## src/rtl/i2c_cfg_pkg.sv

```systemverilog
package i2c_cfg_pkg;

    localparam int REG_W      = 4;
    localparam int BYTE_W     = 8;
    localparam int NUM_SLOTS  = 9;
    localparam int CTRL_SLOT  = 6;   // register 0x08
    localparam int FAULT_SLOT = 8;   // register 0x0C
    localparam int CFG_W      = NUM_SLOTS * REG_W;
    localparam int CNT_W      = $clog2(BYTE_W) + 1;

    typedef enum logic [3:0] {
        ST_IDLE,
        ST_ADDR,
        ST_ADDR_ACK,
        ST_PTR,
        ST_PTR_ACK,
        ST_WDATA,
        ST_WDATA_ACK,
        ST_RDATA,
        ST_RDATA_ACK
    } slv_state_t;

    typedef enum logic [1:0] {
        ACC_RW,
        ACC_RO,
        ACC_NONE
    } acc_mode_t;

    // Bus address of storage slot idx: slots 0..7 cover 0x02..0x09, slot 8 is 0x0C.
    function automatic logic [BYTE_W-1:0] slot_addr(input int idx);
        return (idx < 8) ? BYTE_W'(idx + 2) : 8'h0C;
    endfunction

    function automatic logic is_impl(input logic [BYTE_W-1:0] a);
        return ((a >= 8'h02) && (a <= 8'h09)) || (a == 8'h0C);
    endfunction

    function automatic logic [REG_W-1:0] slot_reset(input int idx);
        case (idx)
            0:       return 4'h9;
            1:       return 4'h2;
            2:       return 4'hB;
            3:       return 4'hC;
            4:       return 4'hC;
            5:       return 4'h9;
            6:       return 4'h1;
            7:       return 4'h9;
            default: return 4'h0;
        endcase
    endfunction

    function automatic logic [CFG_W-1:0] cfg_reset_vec();
        logic [CFG_W-1:0] v;
        v = '0;
        for (int i = 0; i < NUM_SLOTS; i++) begin
            v[i*REG_W +: REG_W] = slot_reset(i);
        end
        return v;
    endfunction

    function automatic acc_mode_t decode_mode(input logic [1:0] f);
        if (f[1])      return ACC_NONE;
        else if (f[0]) return ACC_RO;
        else           return ACC_RW;
    endfunction

endpackage

```

## src/rtl/i2c_line_mon.sv

```systemverilog
module i2c_line_mon #(
    parameter int SYNC_STAGES = 2
) (
    input  logic clk,
    input  logic rst_n,
    input  logic scl_i,
    input  logic sda_i,
    output logic sda_s,
    output logic scl_rise,
    output logic scl_fall,
    output logic start_det,
    output logic stop_det
);

    localparam int MSB = SYNC_STAGES - 1;

    logic [MSB:0] scl_sync;
    logic [MSB:0] sda_sync;
    logic         scl_p;
    logic         sda_p;
    logic         scl_c;
    logic         sda_c;

    always_ff @(posedge clk or negedge rst_n) begin
        if (!rst_n) begin
            scl_sync <= '1;
            sda_sync <= '1;
            scl_p    <= 1'b1;
            sda_p    <= 1'b1;
        end else begin
            scl_sync <= {scl_sync[MSB-1:0], scl_i};
            sda_sync <= {sda_sync[MSB-1:0], sda_i};
            scl_p    <= scl_sync[MSB];
            sda_p    <= sda_sync[MSB];
        end
    end

    assign scl_c     = scl_sync[MSB];
    assign sda_c     = sda_sync[MSB];
    assign sda_s     = sda_c;
    assign scl_rise  = scl_c & ~scl_p;
    assign scl_fall  = ~scl_c & scl_p;
    // SDA edge while SCL stays high: falling is start, rising is stop
    assign start_det = scl_c & scl_p & sda_p & ~sda_c;
    assign stop_det  = scl_c & scl_p & ~sda_p & sda_c;

endmodule

```

## src/rtl/cfg_reg_bank.sv

```systemverilog
module cfg_reg_bank
    import i2c_cfg_pkg::*;
(
    input  logic              clk,
    input  logic              rst_n,
    input  logic              wr_en,
    input  logic [BYTE_W-1:0] wr_addr,
    input  logic [REG_W-1:0]  wr_nib,
    input  logic [BYTE_W-1:0] rd_addr,
    input  logic              fault_set,
    output logic [BYTE_W-1:0] rd_data,
    output logic [CFG_W-1:0]  cfg_o,
    output logic [REG_W-1:0]  ctrl_nib
);

    logic [CFG_W-1:0] cfg_q;
    logic [CFG_W-1:0] cfg_d;

    for (genvar g = 0; g < NUM_SLOTS; g++) begin : g_slot
        localparam logic [BYTE_W-1:0] SLOT_ADDR = slot_addr(g);
        logic hit;
        assign hit = wr_en && (wr_addr == SLOT_ADDR);
        if (g == FAULT_SLOT) begin : g_fault
            // hardware fault wins over a same-cycle bus write on bit 0
            assign cfg_d[g*REG_W +: REG_W] =
                {hit ? wr_nib[REG_W-1:1] : cfg_q[g*REG_W+1 +: REG_W-1],
                 fault_set | (hit ? wr_nib[0] : cfg_q[g*REG_W])};
        end else begin : g_plain
            assign cfg_d[g*REG_W +: REG_W] = hit ? wr_nib : cfg_q[g*REG_W +: REG_W];
        end
    end

    always_ff @(posedge clk or negedge rst_n) begin
        if (!rst_n) cfg_q <= cfg_reset_vec();
        else        cfg_q <= cfg_d;
    end

    always_comb begin
        rd_data = '0;
        for (int i = 0; i < NUM_SLOTS; i++) begin
            if (rd_addr == slot_addr(i)) rd_data[REG_W-1:0] = cfg_q[i*REG_W +: REG_W];
        end
    end

    assign cfg_o    = cfg_q;
    assign ctrl_nib = cfg_q[CTRL_SLOT*REG_W +: REG_W];

endmodule

```

## src/rtl/i2c_cfg_slave.sv

```systemverilog
module i2c_cfg_slave
    import i2c_cfg_pkg::*;
#(
    parameter int SYNC_STAGES = 2
) (
    input  logic             clk,
    input  logic             rst_n,
    input  logic             scl_i,
    input  logic             sda_i,
    output logic             sda_oe,
    input  logic [2:0]       strap_a,
    input  logic             fault_set,
    output logic [CFG_W-1:0] cfg_flat
);

    localparam logic [CNT_W-1:0] LAST_BIT = CNT_W'(BYTE_W);
    localparam logic [CNT_W-1:0] LAST_TX  = CNT_W'(BYTE_W - 1);

    logic              sda_s, scl_rise, scl_fall, start_det, stop_det;
    logic [BYTE_W-1:0] rd_data;
    logic [REG_W-1:0]  ctrl_nib;
    logic              wr_en;

    slv_state_t        state_q, state_d;
    logic [BYTE_W-1:0] sh_q, sh_d;
    logic [BYTE_W-1:0] ptr_q, ptr_d;
    logic [CNT_W-1:0]  cnt_q, cnt_d;
    logic              rw_q, rw_d;
    logic              oe_q, oe_d;

    logic [3:0]        dev_type;
    logic              strap_en;
    acc_mode_t         mode;
    logic              addr_ok;

    i2c_line_mon #(.SYNC_STAGES(SYNC_STAGES)) u_mon (
        .clk       (clk),
        .rst_n     (rst_n),
        .scl_i     (scl_i),
        .sda_i     (sda_i),
        .sda_s     (sda_s),
        .scl_rise  (scl_rise),
        .scl_fall  (scl_fall),
        .start_det (start_det),
        .stop_det  (stop_det)
    );

    cfg_reg_bank u_bank (
        .clk       (clk),
        .rst_n     (rst_n),
        .wr_en     (wr_en),
        .wr_addr   (ptr_q),
        .wr_nib    (sh_q[REG_W-1:0]),
        .rd_addr   (ptr_q),
        .fault_set (fault_set),
        .rd_data   (rd_data),
        .cfg_o     (cfg_flat),
        .ctrl_nib  (ctrl_nib)
    );

    // bus personality taken from register 0x08
    assign dev_type = ctrl_nib[3] ? 4'b1010 : 4'b1011;
    assign strap_en = ctrl_nib[0];
    assign mode     = decode_mode(ctrl_nib[2:1]);
    assign addr_ok  = (sh_q[7:4] == dev_type)
                   && (!strap_en || (sh_q[3:1] == strap_a))
                   && (sh_q[0] ? (mode != ACC_NONE) : (mode == ACC_RW));

    // state register
    always_ff @(posedge clk or negedge rst_n) begin
        if (!rst_n) state_q <= ST_IDLE;
        else        state_q <= state_d;
    end

    // datapath and output register
    always_ff @(posedge clk or negedge rst_n) begin
        if (!rst_n) begin
            sh_q  <= '0;
            ptr_q <= '0;
            cnt_q <= '0;
            rw_q  <= 1'b0;
            oe_q  <= 1'b0;
        end else begin
            sh_q  <= sh_d;
            ptr_q <= ptr_d;
            cnt_q <= cnt_d;
            rw_q  <= rw_d;
            oe_q  <= oe_d;
        end
    end

    always_comb begin
        state_d = state_q;
        sh_d    = sh_q;
        ptr_d   = ptr_q;
        cnt_d   = cnt_q;
        rw_d    = rw_q;
        oe_d    = oe_q;
        wr_en   = 1'b0;
        if (stop_det) begin
            state_d = ST_IDLE;
            oe_d    = 1'b0;
        end else if (start_det) begin
            state_d = ST_ADDR;
            cnt_d   = '0;
            oe_d    = 1'b0;
        end else begin
            unique case (state_q)
                ST_IDLE: ;
                ST_ADDR: begin
                    if (scl_rise && cnt_q < LAST_BIT) begin
                        sh_d  = {sh_q[BYTE_W-2:0], sda_s};
                        cnt_d = cnt_q + 1'b1;
                    end else if (scl_fall && cnt_q == LAST_BIT) begin
                        cnt_d = '0;
                        if (addr_ok) begin
                            state_d = ST_ADDR_ACK;
                            rw_d    = sh_q[0];
                            oe_d    = 1'b1;
                        end else begin
                            state_d = ST_IDLE;
                        end
                    end
                end
                ST_ADDR_ACK: begin
                    if (scl_fall) begin
                        cnt_d = '0;
                        if (rw_q) begin
                            state_d = ST_RDATA;
                            sh_d    = rd_data;
                            oe_d    = ~rd_data[BYTE_W-1];
                        end else begin
                            state_d = ST_PTR;
                            oe_d    = 1'b0;
                        end
                    end
                end
                ST_PTR: begin
                    if (scl_rise && cnt_q < LAST_BIT) begin
                        sh_d  = {sh_q[BYTE_W-2:0], sda_s};
                        cnt_d = cnt_q + 1'b1;
                    end else if (scl_fall && cnt_q == LAST_BIT) begin
                        cnt_d   = '0;
                        ptr_d   = sh_q;
                        state_d = ST_PTR_ACK;
                        oe_d    = 1'b1;
                    end
                end
                ST_PTR_ACK, ST_WDATA_ACK: begin
                    if (scl_fall) begin
                        state_d = ST_WDATA;
                        cnt_d   = '0;
                        oe_d    = 1'b0;
                    end
                end
                ST_WDATA: begin
                    if (scl_rise && cnt_q < LAST_BIT) begin
                        sh_d  = {sh_q[BYTE_W-2:0], sda_s};
                        cnt_d = cnt_q + 1'b1;
                    end else if (scl_fall && cnt_q == LAST_BIT) begin
                        cnt_d   = '0;
                        wr_en   = 1'b1;
                        ptr_d   = ptr_q + 1'b1;
                        state_d = ST_WDATA_ACK;
                        oe_d    = 1'b1;
                    end
                end
                ST_RDATA: begin
                    if (scl_fall) begin
                        if (cnt_q == LAST_TX) begin
                            cnt_d   = '0;
                            oe_d    = 1'b0;
                            ptr_d   = ptr_q + 1'b1;
                            state_d = ST_RDATA_ACK;
                        end else begin
                            cnt_d = cnt_q + 1'b1;
                            sh_d  = {sh_q[BYTE_W-2:0], 1'b0};
                            oe_d  = ~sh_q[BYTE_W-2];
                        end
                    end
                end
                ST_RDATA_ACK: begin
                    if (scl_rise) begin
                        sh_d = {{(BYTE_W-1){1'b0}}, sda_s};
                    end else if (scl_fall) begin
                        if (!sh_q[0]) begin
                            state_d = ST_RDATA;
                            cnt_d   = '0;
                            sh_d    = rd_data;
                            oe_d    = ~rd_data[BYTE_W-1];
                        end else begin
                            state_d = ST_IDLE;
                            oe_d    = 1'b0;
                        end
                    end
                end
                default: state_d = ST_IDLE;
            endcase
        end
    end

    assign sda_oe = oe_q;

endmodule

```

## config.mk

```make
export PLATFORM = sky130hd
export DESIGN_NAME = i2c_cfg_slave
export DESIGN_NICKNAME = d
export VERILOG_FILES = /design/src/rtl/i2c_cfg_pkg.sv /design/src/rtl/i2c_line_mon.sv /design/src/rtl/cfg_reg_bank.sv /design/src/rtl/i2c_cfg_slave.sv
export SDC_FILE = /design/constraint.sdc
export NUM_CORES = 1
export LEC_CHECK = 0
export ABC_AREA = 1
export BUFFER_PORTS_ARGS = -buffer_cell sky130_fd_sc_hd__buf_2
export CELL_PAD_IN_SITES_DETAIL_PLACEMENT = 2
export CELL_PAD_IN_SITES_GLOBAL_PLACEMENT = 2
export CORE_MARGIN = 5
export CORE_UTILIZATION = 37
export DETAILED_ROUTE_END_ITERATION = 8
export PLACE_DENSITY_LB_ADDON = 0.1
export SLEW_MARGIN = 0
export SYNTH_ARGS = -nofsm -noshare
export SYNTH_HDL_FRONTEND = slang
export SYNTH_SLANG_ARGS = --single-unit
```

## constraint.sdc

```tcl
create_clock -name clk -period 4.6 [get_ports clk]
set_clock_uncertainty 0.1 [all_clocks]
set_input_delay 0.46 -clock clk [delete_from_list [all_inputs] [get_ports clk]]
set_output_delay 0.46 -clock clk [all_outputs]
set_load 0.02 [all_outputs]
```

==> flow_metrics.py, run 1 <==
metrics = {
    "finish": {
        "nNetsFinal": 561,
        "syn2layout_area_growth_pct": 14.8,
        "antennaDiodeCount": 0,
        "layout-drive-gt1-share_pct": 20.4,
    },
    "sta": {
        "tightest_slew_ns": 0.665,
        "layout_worst_path_cycle_share_pct": 54.1,
        "max_freq_mhz": 402,
        "setup_viol": 0,
        "drv_slew": 0,
        "worst_slack_ns": 2.11,
        "grt_setup_unrepaired": "no",
        "tns_ns": 0,
        "hold_viol": 0,
        "min_period_ns": 2.49,
        "relSlewSlack_pct": 55.6,
    },
    "yosys": {
        "syn-cell-area_mm2": 0.00387,
        "syn-num-nets": 510,
        "yosysSeqAreaShare_pct": 44.7,
        "avgSynthCellArea_um2": 7.84,
        "ys.warnings.count": 0,
        "yosysUniqueCellTypes": 44,
        "yosys.area.top_type": "dfrtp_1",
        "synth-seq-cells": 68,
        "synth_top_area_share_pct": 30.4,
        "ys_top_cells_by_area": "dfrtp_1 (30%), dfstp_2 (14%), nand2_1 (11%)",
        "synth_enable_flop_cells": 0,
        "ys_top_cells_by_count": "nand2_1 (118), inv_1 (57), o21ai_0 (56), dfrtp_1 (47), nor2_1 (39)",
        "yosysMostFrequentCell": "nand2_1",
        "async_flop_share_pct": 100,
        "synth_ff_type": "dfrtp_1",
        "syn_inst": 493,
    },
    "grt": {
        "grt_max_degree": 52,
        "grt_usage_pct": 21.2,
        "overflow": 0,
        "grt_pass1_wl_mm": 21.4,
        "antenna_found_initial": 0,
        "grt_pass1_vias": 4012,
    },
    "placement": {
        "hpwl_mm": 9.67,
        "post-place-ws_ns": 2.14,
        "place.gp.congestion": 0.865,
        "port_buffers": 44,
    },
    "critical_path": {
        "path_class": "flop to flop",
        "worstPathCellList": "ha_1 > nand3_1 > nand2_1 > a211oi_2 > inv_1 > nor2_2 > inv_1 > a21oi_1 > o21ai_0 > o21ai_0",
        "cp.required_ns": 4.78,
        "cp_top_family": "simple AND/OR/NAND/NOR gates",
        "endpoint_kind": "flop",
        "slowest_delay_ns": 0.44,
        "critPathSlowestCell": "nor2_2",
        "worstPathArrival_ns": 2.67,
        "worstPathMaxFanout": 13,
        "start_kind": "flop",
        "crit-reg2reg-launch": "u_mon.scl_p",
        "r2r_slack_ns": 2.11,
        "cp_num_buf_inv": 2,
        "cp-startpoint": "u_mon.scl_p",
    },
    "floorplan": {
        "dieArea_mm2": 0.0126,
        "die_h_um": 112,
        "std_cell_rows": 37,
        "start_util_pct": 37.6,
        "die_w_um": 112,
        "core_mm2": 0.0103,
        "ios": 45,
    },
    "clock_network": {
        "clockBufferDepth": 2,
        "clk_latency_ns": 0.36,
        "cts_setup_buffers": 0,
        "cts_num_sinks": 68,
        "cts-root-buf": "clkbuf_8",
        "htreeDepth": 3,
        "cts_tree": "done",
        "numCtsBuffers": 9,
        "cts.clk_slew.worst_paths_ns": 0.08,
    },
    "route": {
        "dr.first_iter.drc_count": 148,
        "vias": 3598,
        "dr.pass1.iters": 4,
        "routedWlPerCell_um": 18.7,
        "via_per_inst": 5.25,
        "drc_errors": 0,
        "ant_nets": 0,
        "finalWirelength_mm": 12.8,
    },
    "worst_hold_path": {
        "hold_start": "scl_i",
        "hp-class": "input port to flop",
    },
    "flow_run": {
        "drv_cap": 0,
    },
    "power": {
        "power_density_mw_per_mm2": 426,
        "p_comb_share_pct": 34.7,
        "p_seq_share_pct": 38.9,
        "power.switching_uw": 810,
        "p_int_mw": 1.08,
        "switching_share_pct": 42.8,
        "power.leakage_nw": 2.14,
        "ir_drop_mv": 0.130,
        "pwr-share-clk_pct": 26.4,
    },
    "status": {
        "outcome": "finished clean",
    },
}
## final timing paths
check	to	cells after the start
setup / recovery	ptr_q[6]	10
hold / removal	u_mon.scl_sync[0]	1
setup reg to reg	ptr_q[6]	10
hold reg to reg	u_mon.scl_sync[1]	0
max in group asynchronous	u_bank.cfg_o[33]	3
min in group asynchronous	ptr_q[6]	2
## cells in the final DEF (no fill, tap or decap), types with 21 or more instances in the layout
cell / count
inv_1: 57
o21ai_0: 56
buf_2: 44
dfrtp_1: 47
a21oi_1: 25
nand3_1: 38
nor2_1: 39
nand2_1: 118
dfstp_2: 21
## logic make-up after synthesis
group | Yosys count | share of synthesized area (%)
flops | 68 | 44.7
xor+xnor | 5 | 1.13
compound gates | 109 | 16.5
simple gates | 231 | 27.6
fa+ha+maj | 9 | 2.91
buf+inv | 70 | 6.89
mux | 1 | 0.259
## sequential cells by signal, indices dropped and copies added (netlist names), 2 cells and up
signal and flops:
sh_q 8, u_bank.cfg_o 36, u_mon.scl_sync 2, cnt_q 4, state_q 4, ptr_q 8
u_mon.sda_sync 2
## routing by layer
layer | wire length, um | global-route usage, %
met1 | 6350 | 28.9
met2 | 5930 | 34.9
met3 | 334 | 2.96
met4 | 199 | 6.73
met5 | 0 | 0
## what timing repair did
item | in CTS | in global routing
hold buffers | 1 | 0
gates resized for setup | 0 | 0
hold endpoints to repair | 17 | 0
## power by group through the flow
stage | registers (mW) | logic [mW] | clock network, mW
after detailed placement | 0.749 | 0.658 | 0
after global placement | 0.743 | 0.637 | 0
after CTS | 0.738 | 0.667 | 0.516
after global routing | 0.748 | 0.735 | 0.544
final | 0.737 | 0.657 | 0.499
after floorplan | 0.727 | 0.447 | 0
## through the flow
step	hold WS, ns	std cells	instance area, um2	util, %	power, mW
5_1_grt	0.0797	685	4440	43.2	2.03
2_1_floorplan	0.0644	493	3870	-	1.17
4_1_cts	0.0850	685	4440	43.2	1.92
3_3_place_gp	0.247	668	4240	41.2	1.38
3_5_place_dp	0.247	668	4240	41.2	1.41
6_report	0.102	685	4440	43.2	1.89
## final cells by class
cell class,count,area [um2]
multi-input cells,355,1870
clock buffers,10,128
fillers,1252,5840
well taps,136,170
clock inverters,6,65.1
inverters,64,240
repair buffers,46,238
flip-flops and latches,68,1730
No activity file was read; power rests on OpenSTA's default activity.
==> run 2, diff against run 1 <==
Settings changed: CORE_UTILIZATION 37 to 31.
Clock period 4.6 ns to 2.1 ns, I/O delays scaled along.
==> run 2 against run 1 <==
Net effect: the run now ends with setup timing left; total power grew to 2.8 times the previous value; wire length grew 16%; register-to-register slack lost 2.1 ns; via count grew 7.6%; hold slack gained 0.15 ns.
==> flow_metrics.py, run 2 (synthesis gave the netlist of run 1 again) <==
metrics = {
    "status": {
        "outcome": "complete, but fails checks",
        "violations": "setup timing",
    },
    "route": {
        "dr.first_iter.drc_count": 119,
        "via_per_inst": 5.04,
        "wl_met2_mm": 7.10,
        "vias": 3870,
        "drc_errors": 0,
        "finalWirelength_mm": 14.8,
        "routedWlPerCell_um": 19.3,
        "wl_met1_mm": 7.24,
        "dr_wl_met3_um": 250,
        "dr.pass1.iters": 4,
        "top_layer_used": "met4",
        "ant_nets": 0,
    },
    "finish": {
        "multi_input_area_mm2": 0.00218,
        "fillers": 1390,
        "syn2layout_area_growth_pct": 38.6,
        "final_cell_mix": "nand2_1 (107), inv_1 (52), o21ai_0 (50), buf_2 (45), dfrtp_1 (44)",
        "ff_latch_area_mm2": 0.00173,
        "nNetsFinal": 612,
        "antennaDiodeCount": 0,
        "final_common_cell": "nand2_1",
        "post-route-util_pct": 44.3,
        "layout-drive-gt1-share_pct": 36.7,
        "largest_reg_flops": 36,
    },
    "floorplan": {
        "ios": 45,
        "dieArea_mm2": 0.0148,
        "std_cell_rows": 40,
        "die_w_um": 122,
        "core_mm2": 0.0121,
        "start_util_pct": 31.9,
        "die_h_um": 122,
    },
    "clock_network": {
        "clockBufferDepth": 2,
        "htreeDepth": 3,
        "numCtsBuffers": 9,
        "cts_tree": "done",
        "cts_num_sinks": 68,
        "cts-root-buf": "clkbuf_16",
        "clk_latency_ns": 0.34,
        "cts.clk_slew.worst_paths_ns": 0.06,
    },
    "grt": {
        "grt_pass1_vias": 4286,
        "overflow": 0,
        "grt_usage_pct": 20.0,
        "grt_max_degree": 69,
        "antenna_found_initial": 0,
        "grt_pass1_wl_mm": 22.9,
    },
    "sta": {
        "grt_setup_unrepaired": "yes",
        "min_period_ns": 2.13,
        "hold_viol": 0,
        "worst_slack_ns": -0.0332,
        "tightest_slew_ns": 0.526,
        "relSlewSlack_pct": 64.6,
        "setup_viol": 2,
        "max_freq_mhz": 469,
        "layout_worst_path_cycle_share_pct": 102,
        "drv_slew": 0,
    },
    "power": {
        "power_density_mw_per_mm2": 992,
        "power.switching_mw": 2.12,
        "p_int_mw": 3.19,
        "p_seq_share_pct": 30.7,
        "p_comb_share_pct": 38.0,
        "ir_drop_mv": 0.447,
        "power_mw": 5.32,
        "pwr-share-clk_pct": 31.3,
        "switching_share_pct": 39.9,
        "power.leakage_nw": 2.51,
    },
    "critical_path": {
        "path_class": "flop to flop",
        "worstPathCellList": "ha_2 > inv_1 > nor2_4 > nand2_1 > nand2_1 > nand4_1 > o21bai_4 > a21oi_1 > a21boi_1",
        "start_kind": "flop",
        "endpoint_kind": "flop",
        "slowest_delay_ns": 0.57,
        "cpMostUsedCell": "nand2_1",
        "critPathSlowestCell": "dfstp_2",
        "cp.required_ns": 2.22,
        "worstPathArrival_ns": 2.25,
        "worstPathMaxFanout": 7,
    },
    "worst_hold_path": {
        "hp-class": "flop to flop",
    },
    "placement": {
        "port_buffers": 44,
        "hpwl_mm": 10.2,
        "place.gp.congestion": 0.806,
    },
    "flow_run": {
        "drv_cap": 0,
    },
}
==> run 2: cell types whose count changed in the layout (fill, tap and decap cells not counted), moves of 9 or more <==
cell	change
buf_4	+39
clkbuf_16	+9
clkbuf_8	-9
nand2_1	-11
nand2_2	+10
nand3_1	-11
nor2_1	-14
==> run 2: routing by layer <==
layer	global-route usage [%]	vias up
met1	27.5	1967
met2	32.5	52
li1	-	1837
met5	0	-
met4	6.51	0
met3	2.69	14
==> run 2: worst max-delay path, delay by kind of cell, from the launching register on <==
| family | cells | cell delay [ns] |
|---|---|---|
| flops | 1 | 0.57 |
| fa+ha+maj | 1 | 0.23 |
| compound gates | 3 | 0.55 |
| simple gates | 4 | 0.47 |
| buf+inv | 1 | 0.10 |
==> run 2: power groups by stage <==
stage | registers (mW) | logic (mW) | clock network [mW]
finish | 1.63 | 2.02 | 1.66
global route | 1.65 | 2.21 | 1.76
CTS | 1.61 | 1.75 | 1.70
detailed placement | 1.62 | 1.64 | 0
floorplan | 1.59 | 0.979 | 0
global placement | 1.61 | 1.55 | 0
==> run 2: path summary, 6_finish.rpt <==
kind | slack (ns) | cells past startpoint | endpoint | from
worst max-delay path | -0.03 | 9 | sh_q[3] | u_mon.scl_sync[1]
worst min-delay path | 0.26 | 0 | u_mon.sda_sync[1] | u_mon.sda_sync[0]
worst max register to register | -0.03 | 9 | sh_q[3] | u_mon.scl_sync[1]
worst min register to register | 0.26 | 0 | u_mon.sda_sync[1] | u_mon.sda_sync[0]
max in group asynchronous | 1.20 | 3 | u_bank.cfg_o[5] | rst_n
min in group asynchronous | 0.32 | 3 | u_bank.cfg_o[10] | rst_n
==> run 2: what timing repair did <==
item | 4_1_cts | 5_1_grt
setup endpoints to repair | 47 | 58
hold buffers | 4 | 0
resized for setup | 22 | 74
gates cloned | 0 | 1
hold endpoints to repair | 50 | 0
pin swaps | 11 | 15
setup buffers | 8 | 7
==> run 2: area by class of cell <==
type / instances / area share [%]
clock buffer: 9 / 4.20
clock inverter: 7 / 1.84
inverter: 64 / 4.72
multi-input combinational: 355 / 40.6
sequential: 68 / 32.3
tap: 168 / 3.92
timing repair buffer: 97 / 12.4
==> run 2: metrics by stage <==
| step | TNS [ns] | hold WS [ns] | instance area, um2 | cells | worst slack [ns] |
|---|---|---|---|---|---|
| 4_1_cts | -0.0304 | 0.257 | 5020 | 760 | -0.0149 |
| 3_3_place_gp | -0.0832 | 0.147 | 4530 | 732 | -0.0425 |
| 3_5_place_dp | -1.09 | 0.168 | 4530 | 732 | -0.103 |
| 6_report | -0.0456 | 0.256 | 5360 | 768 | -0.0332 |
| 2_1_floorplan | 0 | -0.186 | 3870 | 493 | 0.253 |
| 5_1_grt | -3.43 | 0.265 | 5360 | 768 | -0.138 |
==> run 3, diff against run 2 <==
Settings changed: BUFFER_PORTS_ARGS -buffer_cell sky130_fd_sc_hd__buf_2 to unset, CORE_UTILIZATION 31 to 34, DONT_BUFFER_PORTS set to 1.
==> run 3 against run 2 <==
Net effect: maximum frequency rose by 3.1%; utilization decreased by 0.078 points; combinational power decreased by 5%; largest cell class unchanged; critical endpoint is now sh_q[5]; wire length down 6.0%; die area is 8.1% lower; the run now ends clean; sequential share of layout area is 2.5 points higher; via count shrank 5.7%; worst setup slack better by 0.064 ns; non-clock buffer count fell by 47; first-iteration DRC count up 6.7%.
==> flow_metrics.py, run 3 (synthesis gave the netlist of run 1 again) <==
metrics = {
    "finish": {
        "final_common_cell": "nand2_1",
        "largest_reg_flops": 36,
        "post-route-util_pct": 44.2,
        "multi_input_area_mm2": 0.00209,
        "layout-drive-gt1-share_pct": 29.1,
        "nNetsFinal": 566,
        "antennaDiodeCount": 0,
        "fillers": 1297,
        "ff_latch_area_mm2": 0.00173,
        "final_cell_mix": "nand2_1 (111), o21ai_0 (53), inv_1 (50), dfrtp_1 (44), buf_4 (42)",
        "syn2layout_area_growth_pct": 28.8,
    },
    "floorplan": {
        "std_cell_rows": 39,
        "die_w_um": 117,
        "dieArea_mm2": 0.0136,
        "ios": 45,
        "core_mm2": 0.0113,
        "die_h_um": 117,
        "start_util_pct": 34.3,
    },
    "sta": {
        "min_period_ns": 2.07,
        "max_freq_mhz": 483,
        "tns_ns": 0,
        "drv_slew": 0,
        "whs_ns": 0.252,
        "grt_setup_unrepaired": "yes",
        "tightest_slew_ns": 0.469,
        "layout_worst_path_cycle_share_pct": 98.5,
        "setup_viol": 0,
        "relSlewSlack_pct": 68.6,
        "hold_viol": 0,
    },
    "critical_path": {
        "worstPathArrival_ns": 2.19,
        "cp.required_ns": 2.22,
        "endpoint_kind": "flop",
        "slowest_delay_ns": 0.59,
        "path_class": "flop to flop",
        "worstPathCellList": "inv_2 > ha_4 > inv_1 > buf_4 > nand2_1 > nand4_1 > o21bai_4 > inv_4 > nand3_1 > o21ai_0",
        "worstPathMaxFanout": 8,
        "critPathSlowestCell": "dfstp_2",
        "start_kind": "flop",
    },
    "placement": {
        "port_buffers": 0,
        "hpwl_mm": 9.81,
        "place.gp.congestion": 0.806,
    },
    "clock_network": {
        "cts.clk_slew.worst_paths_ns": 0.06,
        "numCtsBuffers": 9,
        "cts-root-buf": "clkbuf_16",
        "htreeDepth": 3,
        "cts_num_sinks": 68,
        "clk_latency_ns": 0.35,
        "clockBufferDepth": 2,
        "cts_tree": "done",
    },
    "status": {
        "outcome": "finished clean",
    },
    "power": {
        "ir_drop_mv": 0.440,
        "power.leakage_nw": 2.25,
        "power_density_mw_per_mm2": 1050,
        "power_mw": 5.23,
    },
    "flow_run": {
        "drv_cap": 0,
    },
    "grt": {
        "grt_max_degree": 69,
        "grt_pass1_vias": 4101,
        "overflow": 0,
        "grt_usage_pct": 21.2,
        "grt_pass1_wl_mm": 21.7,
        "antenna_found_initial": 0,
    },
    "route": {
        "finalWirelength_mm": 13.9,
        "via_per_inst": 5.24,
        "dr.pass1.iters": 4,
        "drc_errors": 0,
        "vias": 3651,
        "ant_nets": 0,
        "routedWlPerCell_um": 20.0,
        "dr.first_iter.drc_count": 127,
    },
    "worst_hold_path": {
        "hp-class": "flop to flop",
    },
}
[run 3: timing repair]
action | CTS | global route
hold endpoints to repair | 71 | 0
cloned | 0 | 1
endpoints found under the setup margin | 15 | 60
hold buffers | 5 | 0
buffers inserted | 4 | 11
pin swaps | 2 | 15
resized for setup | 17 | 50
[run 3: critical path, delay by kind of cell (launching register included)]
kind                     cells  cell delay [ns]
AO/OA/AOI/OAI                2             0.30
adder cells (fa/ha/maj)      1             0.16
buffers and inverters        4             0.52
flip-flops                   1             0.59
AND/OR/NAND/NOR              3             0.28
[run 3: per-stage QoR]
step                area, um2  setup WS [ns]  std cells
floorplan                3870          0.253        493
global placement         4250        -0.0709        660
detailed placement       4250         -0.156        660
CTS                      4720        -0.0166        685
global route             4980         -0.125        697
finish                   4980         0.0309        697
[run 3: area by class of cell]
cell class              count  area share (%)
clock inverters             4            1.46
clock buffers              12            4.95
repair buffers             50            8.37
multi-input cells         356            41.9
flip-flops and latches     68            34.8
inverters                  64            4.97
well taps                 143            3.59
[run 3: final timing paths]
kind / start / end / slack (ns) / cells past startpoint
max reg2reg: u_mon.scl_sync[1] / sh_q[5] / 0.03 / 10
min: u_mon.sda_sync[0] / u_mon.sda_sync[1] / 0.25 / 0
min in group asynchronous: rst_n / ptr_q[7] / 0.31 / 2
min reg2reg: u_mon.sda_sync[0] / u_mon.sda_sync[1] / 0.25 / 0
max in group asynchronous: rst_n / u_bank.cfg_o[11] / 1.23 / 2
max: u_mon.scl_sync[1] / sh_q[5] / 0.03 / 10
[run 3: metal layers]
layer / part of all wire, % / vias up / wire (um) / global-route usage, %
li1: - / 1742 / - / -
met1: 44 / 1857 / 6060 / 25.1
met2: 52 / 41 / 7200 / 38.1
met3: 3.4 / 11 / 478 / 4.30
met4: 1.3 / 0 / 183 / 7.34
met5: 0 / - / 0 / 0
[run 3: where the power goes]
| group | internal (mW) | switching [mW] |
|---|---|---|
| Clock | 1.07 | 0.604 |
| Combinational | 0.672 | 1.23 |
| Sequential | 1.46 | 0.191 |
